## config.mk

```make
export PLATFORM = sky130hd
export DESIGN_NAME = sdh_cmd_top
export DESIGN_NICKNAME = d
export VERILOG_FILES = /design/src/rtl/sdh_cmd_pkg.sv /design/src/rtl/sdh_cmd_hostregs.sv /design/src/rtl/sdh_rsp_eval.sv /design/src/rtl/sdh_rsp_bank.sv /design/src/rtl/sdh_cmd_top.sv
export SDC_FILE = /design/constraint.sdc
export NUM_CORES = 1
export LEC_CHECK = 0
export ABC_AREA = 1
export BUFFER_PORTS_ARGS = -buffer_cell sky130_fd_sc_hd__buf_2
export CAP_MARGIN = 15
export CORE_ASPECT_RATIO = 0.75
export CORE_UTILIZATION = 50
export CTS_BUF_LIST = sky130_fd_sc_hd__clkbuf_8 sky130_fd_sc_hd__clkbuf_16
export DETAILED_ROUTE_END_ITERATION = 7
export HOLD_SLACK_MARGIN = 0.06
export PLACE_DENSITY_LB_ADDON = 0.1
export SYNTH_ARGS = -nofsm -noshare
export SYNTH_HDL_FRONTEND = slang
export SYNTH_SLANG_ARGS = --single-unit
```

## constraint.sdc

```tcl
create_clock -name clk -period 1.7 [get_ports clk]
set_input_delay 0.255 -clock clk [delete_from_list [all_inputs] [get_ports clk]]
set_output_delay 0.255 -clock clk [all_outputs]
set_load 0.05 [all_outputs]
```

## src/rtl/sdh_cmd_pkg.sv

```systemverilog
package sdh_cmd_pkg;
    localparam int AW        = 4;
    localparam int DW        = 16;
    localparam int NRSP      = 8;
    localparam int RSP_BYTES = 2 * NRSP;
    localparam int RSP_W     = 8 * RSP_BYTES;
    localparam int LEN_W     = $clog2(RSP_BYTES) + 1;

    localparam logic [AW-1:0] A_CMD  = 4'd0;
    localparam logic [AW-1:0] A_ARGL = 4'd1;
    localparam logic [AW-1:0] A_ARGH = 4'd2;
    localparam logic [AW-1:0] A_STAT = 4'd3;
    localparam logic [AW-1:0] A_IEN  = 4'd4;
    localparam logic [AW-1:0] A_CTO  = 4'd5;
    localparam logic [AW-1:0] A_CTRL = 4'd6;

    localparam int ST_DONE  = 0;
    localparam int ST_BUSY  = 2;
    localparam int ST_TMO   = 7;
    localparam int ST_OCRB  = 12;
    localparam int ST_CERR  = 14;
    localparam int CTRL_AKE = 13;

    localparam logic [31:0] R1_ERR_MASK = 32'hFDF8_0000;
    localparam logic [31:0] AKE_BIT     = 32'h0000_0008;
    localparam logic [15:0] R6_ERR_MASK = 16'hE008;
    localparam logic [1:0]  KIND_ADTC   = 2'd3;

    typedef enum logic [2:0] {
        RSP_NONE = 3'd0,
        RSP_R1   = 3'd1,
        RSP_R2   = 3'd2,
        RSP_R3   = 3'd3,
        RSP_R6   = 3'd6
    } rsp_kind_e;

    typedef struct packed {
        logic       dir;
        logic [1:0] kind;
        logic       busy;
        logic [2:0] rtype;
        logic [5:0] index;
    } cmd_t;

    function automatic cmd_t decode_cmd(input logic [DW-1:0] w);
        cmd_t c;
        c.dir   = w[15];
        c.kind  = w[13:12];
        c.busy  = w[11];
        c.rtype = w[10:8];
        c.index = w[5:0];
        return c;
    endfunction

    function automatic logic r1_card_err(input logic [31:0] cs, input logic ake);
        return |(cs & (R1_ERR_MASK | (ake ? AKE_BIT : 32'd0)));
    endfunction
endpackage

```

## src/rtl/sdh_cmd_hostregs.sv

```systemverilog
module sdh_cmd_hostregs
    import sdh_cmd_pkg::*;
(
    input  logic          clk,
    input  logic          rst,
    input  logic          we,
    input  logic [AW-1:0] addr,
    input  logic [DW-1:0] wdata,
    output logic          cmd_wr,
    output logic [DW-1:0] cmd_word,
    output logic          cmd_start,
    output logic          fifo_pos_clr,
    output logic [31:0]   arg,
    output logic [DW-1:0] ien,
    output logic [7:0]    cto,
    output logic          ake_en,
    output logic          cto_illegal
);
    assign cmd_wr      = we && (addr == A_CMD);
    assign cto_illegal = (cto[7:1] == 7'h7F);

    always_ff @(posedge clk) begin
        if (rst) begin
            cmd_word     <= '0;
            cmd_start    <= 1'b0;
            fifo_pos_clr <= 1'b0;
            arg          <= '0;
            ien          <= '0;
            cto          <= '0;
            ake_en       <= 1'b0;
        end else begin
            cmd_start    <= cmd_wr;
            fifo_pos_clr <= cmd_wr && (wdata[13:12] == KIND_ADTC);
            if (we) begin
                case (addr)
                    A_CMD:   cmd_word    <= wdata;
                    A_ARGL:  arg[15:0]   <= wdata;
                    A_ARGH:  arg[31:16]  <= wdata;
                    A_IEN:   ien         <= wdata;
                    A_CTO:   cto         <= wdata[7:0];
                    A_CTRL:  ake_en      <= wdata[CTRL_AKE];
                    default: ;
                endcase
            end
        end
    end
endmodule

```

## src/rtl/sdh_rsp_eval.sv

```systemverilog
module sdh_rsp_eval
    import sdh_cmd_pkg::*;
(
    input  logic [2:0]       rtype,
    input  logic             busy,
    input  logic             ake_en,
    input  logic [LEN_W-1:0] len,
    input  logic [RSP_W-1:0] bytes,
    output logic [DW-1:0]    set_bits,
    output logic             store
);
    logic [31:0] head;
    logic        has_rsp, tmo;

    assign head    = {bytes[7:0], bytes[15:8], bytes[23:16], bytes[31:24]};
    assign has_rsp = (rtype != RSP_NONE);
    assign tmo     = has_rsp && (len == '0);
    assign store   = has_rsp && !tmo;

    always_comb begin
        set_bits = '0;
        if (tmo) begin
            set_bits[ST_TMO] = 1'b1;
        end else begin
            set_bits[ST_DONE] = 1'b1;
            set_bits[ST_BUSY] = busy;
            case (rtype)
                RSP_R1: set_bits[ST_CERR] = r1_card_err(head, ake_en);
                RSP_R6: set_bits[ST_CERR] = |(head[15:0] & R6_ERR_MASK);
                RSP_R3: set_bits[ST_OCRB] = ~head[31];
                default: ;
            endcase
        end
    end
endmodule

```

## src/rtl/sdh_rsp_bank.sv

```systemverilog
module sdh_rsp_bank
    import sdh_cmd_pkg::*;
(
    input  logic               clk,
    input  logic               rst,
    input  logic               clr,
    input  logic               load,
    input  logic [RSP_W-1:0]   bytes,
    output logic [NRSP*DW-1:0] words
);
    for (genvar j = 0; j < NRSP; j++) begin : g_word
        localparam int I = NRSP - 1 - j;
        always_ff @(posedge clk) begin
            if (rst || clr)
                words[j*DW +: DW] <= '0;
            else if (load)
                words[j*DW +: DW] <= {bytes[16*I +: 8], bytes[16*I+8 +: 8]};
        end
    end
endmodule

```

## src/rtl/sdh_cmd_top.sv

```systemverilog
module sdh_cmd_top
    import sdh_cmd_pkg::*;
(
    input  logic          clk,
    input  logic          rst,
    input  logic          host_we,
    input  logic [3:0]    host_addr,
    input  logic [15:0]   host_wdata,
    output logic [15:0]   host_rdata,
    output logic          irq,
    output logic          cto_illegal,
    output logic          cmd_start,
    output logic [5:0]    cmd_index,
    output logic [2:0]    cmd_rsp_type,
    output logic [1:0]    cmd_kind,
    output logic          cmd_busy,
    output logic          cmd_dir,
    output logic [31:0]   cmd_arg,
    output logic          fifo_pos_clr,
    input  logic          rsp_valid,
    input  logic [4:0]    rsp_len,
    input  logic [127:0]  rsp_bytes
);
    logic               cmd_wr, ake_en, store, accept, pending_q;
    logic [DW-1:0]      cmd_word, ien, set_bits, stat_q, stat_d;
    logic [7:0]         cto;
    logic [NRSP*DW-1:0] rsp_words;
    cmd_t               cmd;

    sdh_cmd_hostregs u_regs (
        .clk(clk), .rst(rst), .we(host_we), .addr(host_addr), .wdata(host_wdata),
        .cmd_wr(cmd_wr), .cmd_word(cmd_word), .cmd_start(cmd_start),
        .fifo_pos_clr(fifo_pos_clr), .arg(cmd_arg), .ien(ien), .cto(cto),
        .ake_en(ake_en), .cto_illegal(cto_illegal)
    );

    assign cmd          = decode_cmd(cmd_word);
    assign cmd_index    = cmd.index;
    assign cmd_rsp_type = cmd.rtype;
    assign cmd_kind     = cmd.kind;
    assign cmd_busy     = cmd.busy;
    assign cmd_dir      = cmd.dir;

    sdh_rsp_eval u_eval (
        .rtype(cmd.rtype), .busy(cmd.busy), .ake_en(ake_en), .len(rsp_len),
        .bytes(rsp_bytes), .set_bits(set_bits), .store(store)
    );

    assign accept = rsp_valid && pending_q && !cmd_wr;

    sdh_rsp_bank u_bank (
        .clk(clk), .rst(rst), .clr(cmd_wr), .load(accept && store),
        .bytes(rsp_bytes), .words(rsp_words)
    );

    always_comb begin
        stat_d = stat_q;
        if (host_we && host_addr == A_STAT) stat_d = stat_d & ~host_wdata;
        if (accept) stat_d = stat_d | set_bits;
    end

    always_ff @(posedge clk) begin
        if (rst) begin
            stat_q    <= '0;
            pending_q <= 1'b0;
        end else begin
            stat_q <= stat_d;
            if (cmd_wr) pending_q <= 1'b1;
            else if (accept) pending_q <= 1'b0;
        end
    end

    assign irq = |(stat_q & ien);

    always_comb begin
        host_rdata = '0;
        if (host_addr[3]) begin
            host_rdata = rsp_words[DW*host_addr[2:0] +: DW];
        end else begin
            case (host_addr)
                A_CMD:   host_rdata = cmd_word;
                A_ARGL:  host_rdata = cmd_arg[15:0];
                A_ARGH:  host_rdata = cmd_arg[31:16];
                A_STAT:  host_rdata = stat_q;
                A_IEN:   host_rdata = ien;
                A_CTO:   host_rdata = {8'd0, cto};
                A_CTRL:  host_rdata = {2'd0, ake_en, 13'd0};
                default: host_rdata = '0;
            endcase
        end
    end
endmodule

```

## Word-level counts from Yosys, hierarchy flattened

Index checks and enable logic that the tools add are counted.

- Equal/unequal tests: 11
- Bitwise gates (word level): 6
- Reduce and logical (&&, ||, !) cells: 24
- Muxes and demuxes: 14
- Shift operators: 1

Operators with widths:

| operator | number |
|---|---|
| 128-bit by 8-bit variable part select with 16-bit output | 1 |
| 16-bit one-hot mux with 7 select lines | 1 |
| 16-bit two-way mux | 3 |
| 16-bit AND | 2 |
| 32-bit AND | 1 |
| 32-bit OR reduction | 1 |
| 16-bit NOT | 1 |
| 16-bit by 15-bit OR with 16-bit output | 1 |
| 16-bit OR reduction | 1 |
| 4-bit by 3-bit equality test with 1-bit output, second input constant | 3 |
| 2-bit AND reduction | 6 |
| 4-bit by 2-bit equality test with 1-bit output, second input constant | 2 |
| 1-bit logical AND | 8 |
| 1-bit two-way mux | 8 |
| 7-bit equality test, second input constant | 1 |
| 5-bit zero test | 1 |
| 4-bit by 1-bit equality test with 1-bit output, second input constant | 1 |
| 4-bit zero test | 1 |
| 4-bit two-way mux | 1 |
| 4-bit OR reduction | 1 |
| 3-bit by 1-bit equality test with 1-bit output, second input constant | 1 |
| 3-bit by 2-bit equality test with 1-bit output, second input constant | 1 |
| 3-bit equality test, second input constant | 1 |
| 3-bit nonzero test | 1 |
| other kinds (6) | 7 |

- Input port bits: 157
- Output and inout bits: 65
- Register bits: 220

## Longest topological paths before layout

- Depth in word-level cells: 7
- Depth in mapped cells: 11
- Mapped depth without buffers: 9

## Modules after synthesis

A second synthesis with hierarchy kept.

- Cells, all modules: 1,897
- Area total of the unflattened synthesis: 11,474.8 um^2

Modules (own cells, without submodules):

| module | seq. area each (um^2) | times used | area each (um^2) | cells each |
|---|---|---|---|---|
| sdh_rsp_bank | 2,562.5 | 1 | 5,241.3 | 811 |
| sdh_cmd_hostregs | 1,501.4 | 1 | 3,094.2 | 420 |
| sdh_cmd_top | 340.3 | 1 | 2,869.0 | 618 |
| sdh_rsp_eval | 0.0 | 1 | 270.3 | 48 |

## Worst setup path before layout

Ideal clock, no wire load.

- Kind: flip-flop to output port
- From: register u_regs.cto[7]
- To: output cto_illegal
- Buffers on the path: 0
- Required time: 1.445 ns
- Stages on the path, launching flop included: 3
- Path slack: -0.452 ns
- Arrival: 1.897 ns
- Cell sequence: dfxtp_1 -> inv_1 -> nor4_1

- Longest elaborated chain between the ends: 1

Ends and longest elaborated chain:

| what | line | source |
|---|---|---|
| from (decl) | sdh_cmd_hostregs.sv:15 | `output logic [7:0] cto,` |
| from (signal assigned) | sdh_cmd_hostregs.sv:40 | `A_CTO: cto <= wdata[7:0];` |
| 7-bit equality test | sdh_cmd_hostregs.sv:20 | `assign cto_illegal = (cto[7:1] == 7'h7F);` |
| to (decl) | sdh_cmd_top.sv:11 | `output logic cto_illegal,` |

No other way between the ends.

## Worst setup path after layout

- From: register u_bank.words[55]
- To: output host_rdata[7]

- Longest elaborated chain between the ends: 2

Ends and longest elaborated chain:

| what | line | source |
|---|---|---|
| from (decl) | sdh_rsp_bank.sv:9 | `output logic [NRSP*DW-1:0] words` |
| from (signal, indexed assignment) | sdh_rsp_bank.sv:17 | `words[j*DW +: DW] <= {bytes[16*I +: 8], bytes[16*I+8 +: 8]};` |
| 128-bit by 8-bit variable part select with 16-bit output | sdh_cmd_top.sv:78 | `host_rdata = rsp_words[DW*host_addr[2:0] +: DW];` |
| 16-bit two-way mux | sdh_cmd_top.sv:77 | `if (host_addr[3]) begin` |
| to (decl) | sdh_cmd_top.sv:9 | `output logic [15:0] host_rdata,` |

No other way between the ends.

==> flow_summary.yaml <==
status:
  status: "complete, but fails checks"
  violations: "negative setup slack"
final_layout:
  drive_gt1_frac: 0.331
  finalCoreUtilization: 0.790
  n_antenna_cell: 0
  final_cells: 2010
  final_nets: 1906
  syn2layout_area_growth_pct: 52.8
  design_area_sq_mm: 0.0148
grt:
  antenna_found_initial: 0
  grt_first_pass_wirelength_mm: 60.4
  grt_start_max_net_pins: 69
  globalRouteOverflowTotal: 0
  grt.total_usage: 0.402
  grt_pass1_vias: 10500
power_and_ir_drop:
  leakage_nw: 6.19
  total_power_mw: 11.5
  power.density_mw_per_mm2: 777
  vdd_drop_max_uv: 878
clock_network:
  clockBufferDepth: 3
  htreeDepth: 1
  cts.sinks: 220
  numCtsBuffers: 22
  insertion_delay_ps: 510
  cts_root_buffer: "clkbuf_16"
  cts_tree: "done"
  clk_pin_slew_worst_paths_ps: 60
timing:
  whs_ps: 87.5
  worst_slew_pin_slew_ps: 470
  final_max_slew_viol_count: 0
  period_share: 1.13
  finalClockSkew_ps: 7.98
  rsz0062_at_grt: "yes"
  setup_viol: 18
  fin_crit_ps: 1920
  max_slew_margin: 0.687
  hold_violations: 0
  fin_ws_ps: -222
  fmax_ghz: 0.520
  timing.setup.tns_ps: -2570
floorplanning:
  start_util: 0.517
  die_h_um: 122
  core_sq_mm: 0.0187
  die-width_um: 163
  row_count: 43
  dieArea_sq_mm: 0.0199
  ios: 222
yosys:
  netlist_area_sq_mm: 0.00968
  yosysTopAreaCell: "dfxtp_1"
  synth_fp_nets: 1518
  yosysWarnings: 0
  ys_seq_area_frac: 0.455
  syn_inst: 1361
  syn_avg_cell_area_sq_um: 7.11
  synth_top_area_frac: 0.455
  synth.distinct_cells: 28
  yosys-top-cells-area: "dfxtp_1 (46%), nor3_1 (7.4%), nand2_1 (6.9%)"
  ys_ff_latch: 220
worst_hold_path:
  worstHoldStart: "rsp_bytes[11]"
  hold_path_class: "input pin to flop"
setup_path:
  worst-endpoint-arrival_ps: 1670
  crit_path_start: "u_bank.words[55]$_SDFFE_PP0P_"
  r2r-start: "u_regs.cmd_word[10]$_SDFFE_PP0P_"
  crit_fanout: 2
  cp.required_ps: 1440
  worst_setup_path_end_kind: "primary output"
  critPathLaunchType: "flop"
  path_class: "flop to primary output"
flow_run:
  maxCapViolations: 0
placed_design:
  place_hpwl_mm: 27.0
  pre_cts_slack_ps: -377
  place_area_sq_mm: 0.0118
  place_inst: 1837
  portBuffers: 221
  gp_congestion: 0.950
detailed_routing:
  drt-pass1-iter-count: 6
  drt_iter0_markers: 1546
  antenna_left: 0
  vias_per_cell: 5.71
  drt-wirelength-per-cell_um: 20.8
  vias: 11500
  drc: 0
  wl_mm: 41.7
==> metal layers <==
layer	global-route usage	up-vias	wire (um)
met5	0	-	0
met4	0.0999	0	1120
met3	0.143	98	5990
met2	0.564	748	16800
met1	0.579	5282	17800
li1	-	5351	-
==> worst paths after layout <==
path | end | slack (ps) | cells after the start
setup / recovery | host_rdata[7] | -220 | 8
hold / removal | u_bank.words[115]$_SDFFE_PP0P_ | 90 | 3
setup reg to reg | u_bank.words[92]$_SDFFE_PP0P_ | 0 | 10
hold reg to reg | stat_q[10]$_SDFFE_PP0P_ | 460 | 2
==> synthesized netlist by cell type <==
master,instances
nand3b_1,1
nor2_4,2
a21oi_1,90
nor4_1,1
a22oi_1,12
clkbuf_2,6
buf_1,4
dfxtp_1,220
nand2_1,177
buf_4,18
nand2_4,2
o21ai_0,76
buf_2,34
o221ai_1,1
a211oi_1,2
nor2_1,176
o211ai_1,3
nor3_1,144
inv_2,6
o22ai_1,29
nand4_1,29
or2_2,1
nor2_2,2
clkbuf_1,50
inv_1,97
nand3_1,49
nand2_2,4
o21ai_1,125
==> power breakdown <==
part	switching, mW	internal (mW)
Sequential	0.0257	5.18
Clock	2.07	2.77
Combinational	0.792	0.644
==> worst max-delay path: stages, from the launching register on <==
cell and delay (ps):
dfxtp_1 320, inv_1 50, nor2_1 40, a21oi_1 120, buf_4 160, nand4_1 110
nand3_1 110, nand2_2 80, buf_6 170
==> sequential cells by signal, indices dropped and copies added (netlist names) <==
name,count
u_regs.fifo_pos_clr,1
stat_q,16
u_bank.words,128
u_regs.cto,8
u_regs.ake_en,1
u_regs.ien,16
u_regs.cmd_start,1
u_regs.cmd_word,16
pending_q,1
u_regs.arg,32
==> layout by cell type (no fill, tap or decap), types with 4 or more instances in the layout <==
cell | netlist | final
a21oi_1 | 90 | 78
a21oi_2 | 0 | 12
a22oi_2 | 0 | 9
buf_12 | 0 | 21
buf_2 | 34 | 199
buf_4 | 18 | 96
buf_6 | 0 | 16
buf_8 | 0 | 18
clkbuf_16 | 0 | 30
clkbuf_8 | 0 | 4
clkinv_2 | 0 | 5
dfxtp_1 | 220 | 183
dfxtp_2 | 0 | 32
dfxtp_4 | 0 | 5
dlygate4sd3_1 | 0 | 114
inv_1 | 97 | 76
inv_2 | 6 | 24
nand2_1 | 177 | 149
nand2_2 | 4 | 23
nand2_4 | 2 | 11
nand3_1 | 49 | 37
nand3_2 | 0 | 12
nand4_1 | 29 | 29
nor2_1 | 176 | 166
nor2_2 | 2 | 7
nor2_4 | 2 | 7
nor3_1 | 144 | 133
nor3_2 | 0 | 8
o21ai_0 | 76 | 66
o21ai_1 | 125 | 117
o21ai_2 | 0 | 17
o22ai_1 | 29 | 25
o22ai_2 | 0 | 4
==> layout make-up <==
type / count / area, sq um
Multi-Input combinational cell: 927 / 4890
Sequential cell: 220 / 4460
Timing Repair Buffer: 474 / 3990
Fill cell: 1318 / 3940
Clock buffer: 27 / 631
Inverter: 103 / 414
Tap cell: 247 / 309
Clock inverter: 11 / 77.6
Timing Repair inverter: 1 / 7.51
==> timing repair <==
item | 4_1_cts | 5_1_grt
pin swaps | 46 | 34
hold buffers | 114 | 0
endpoints found under the setup margin | 18 | 89
resized for setup | 179 | 96
buffers inserted | 9 | 7
endpoints found under the hold margin | 114 | 0
cloned | 4 | 8
==> cells by family after synthesis <==
kind of cell / after synthesis / synth area share
flops: 220 / 0.455
compound gates: 338 / 0.183
buf+inv: 215 / 0.0955
simple gates: 588 / 0.266
(Power assumes the default switching activity.)
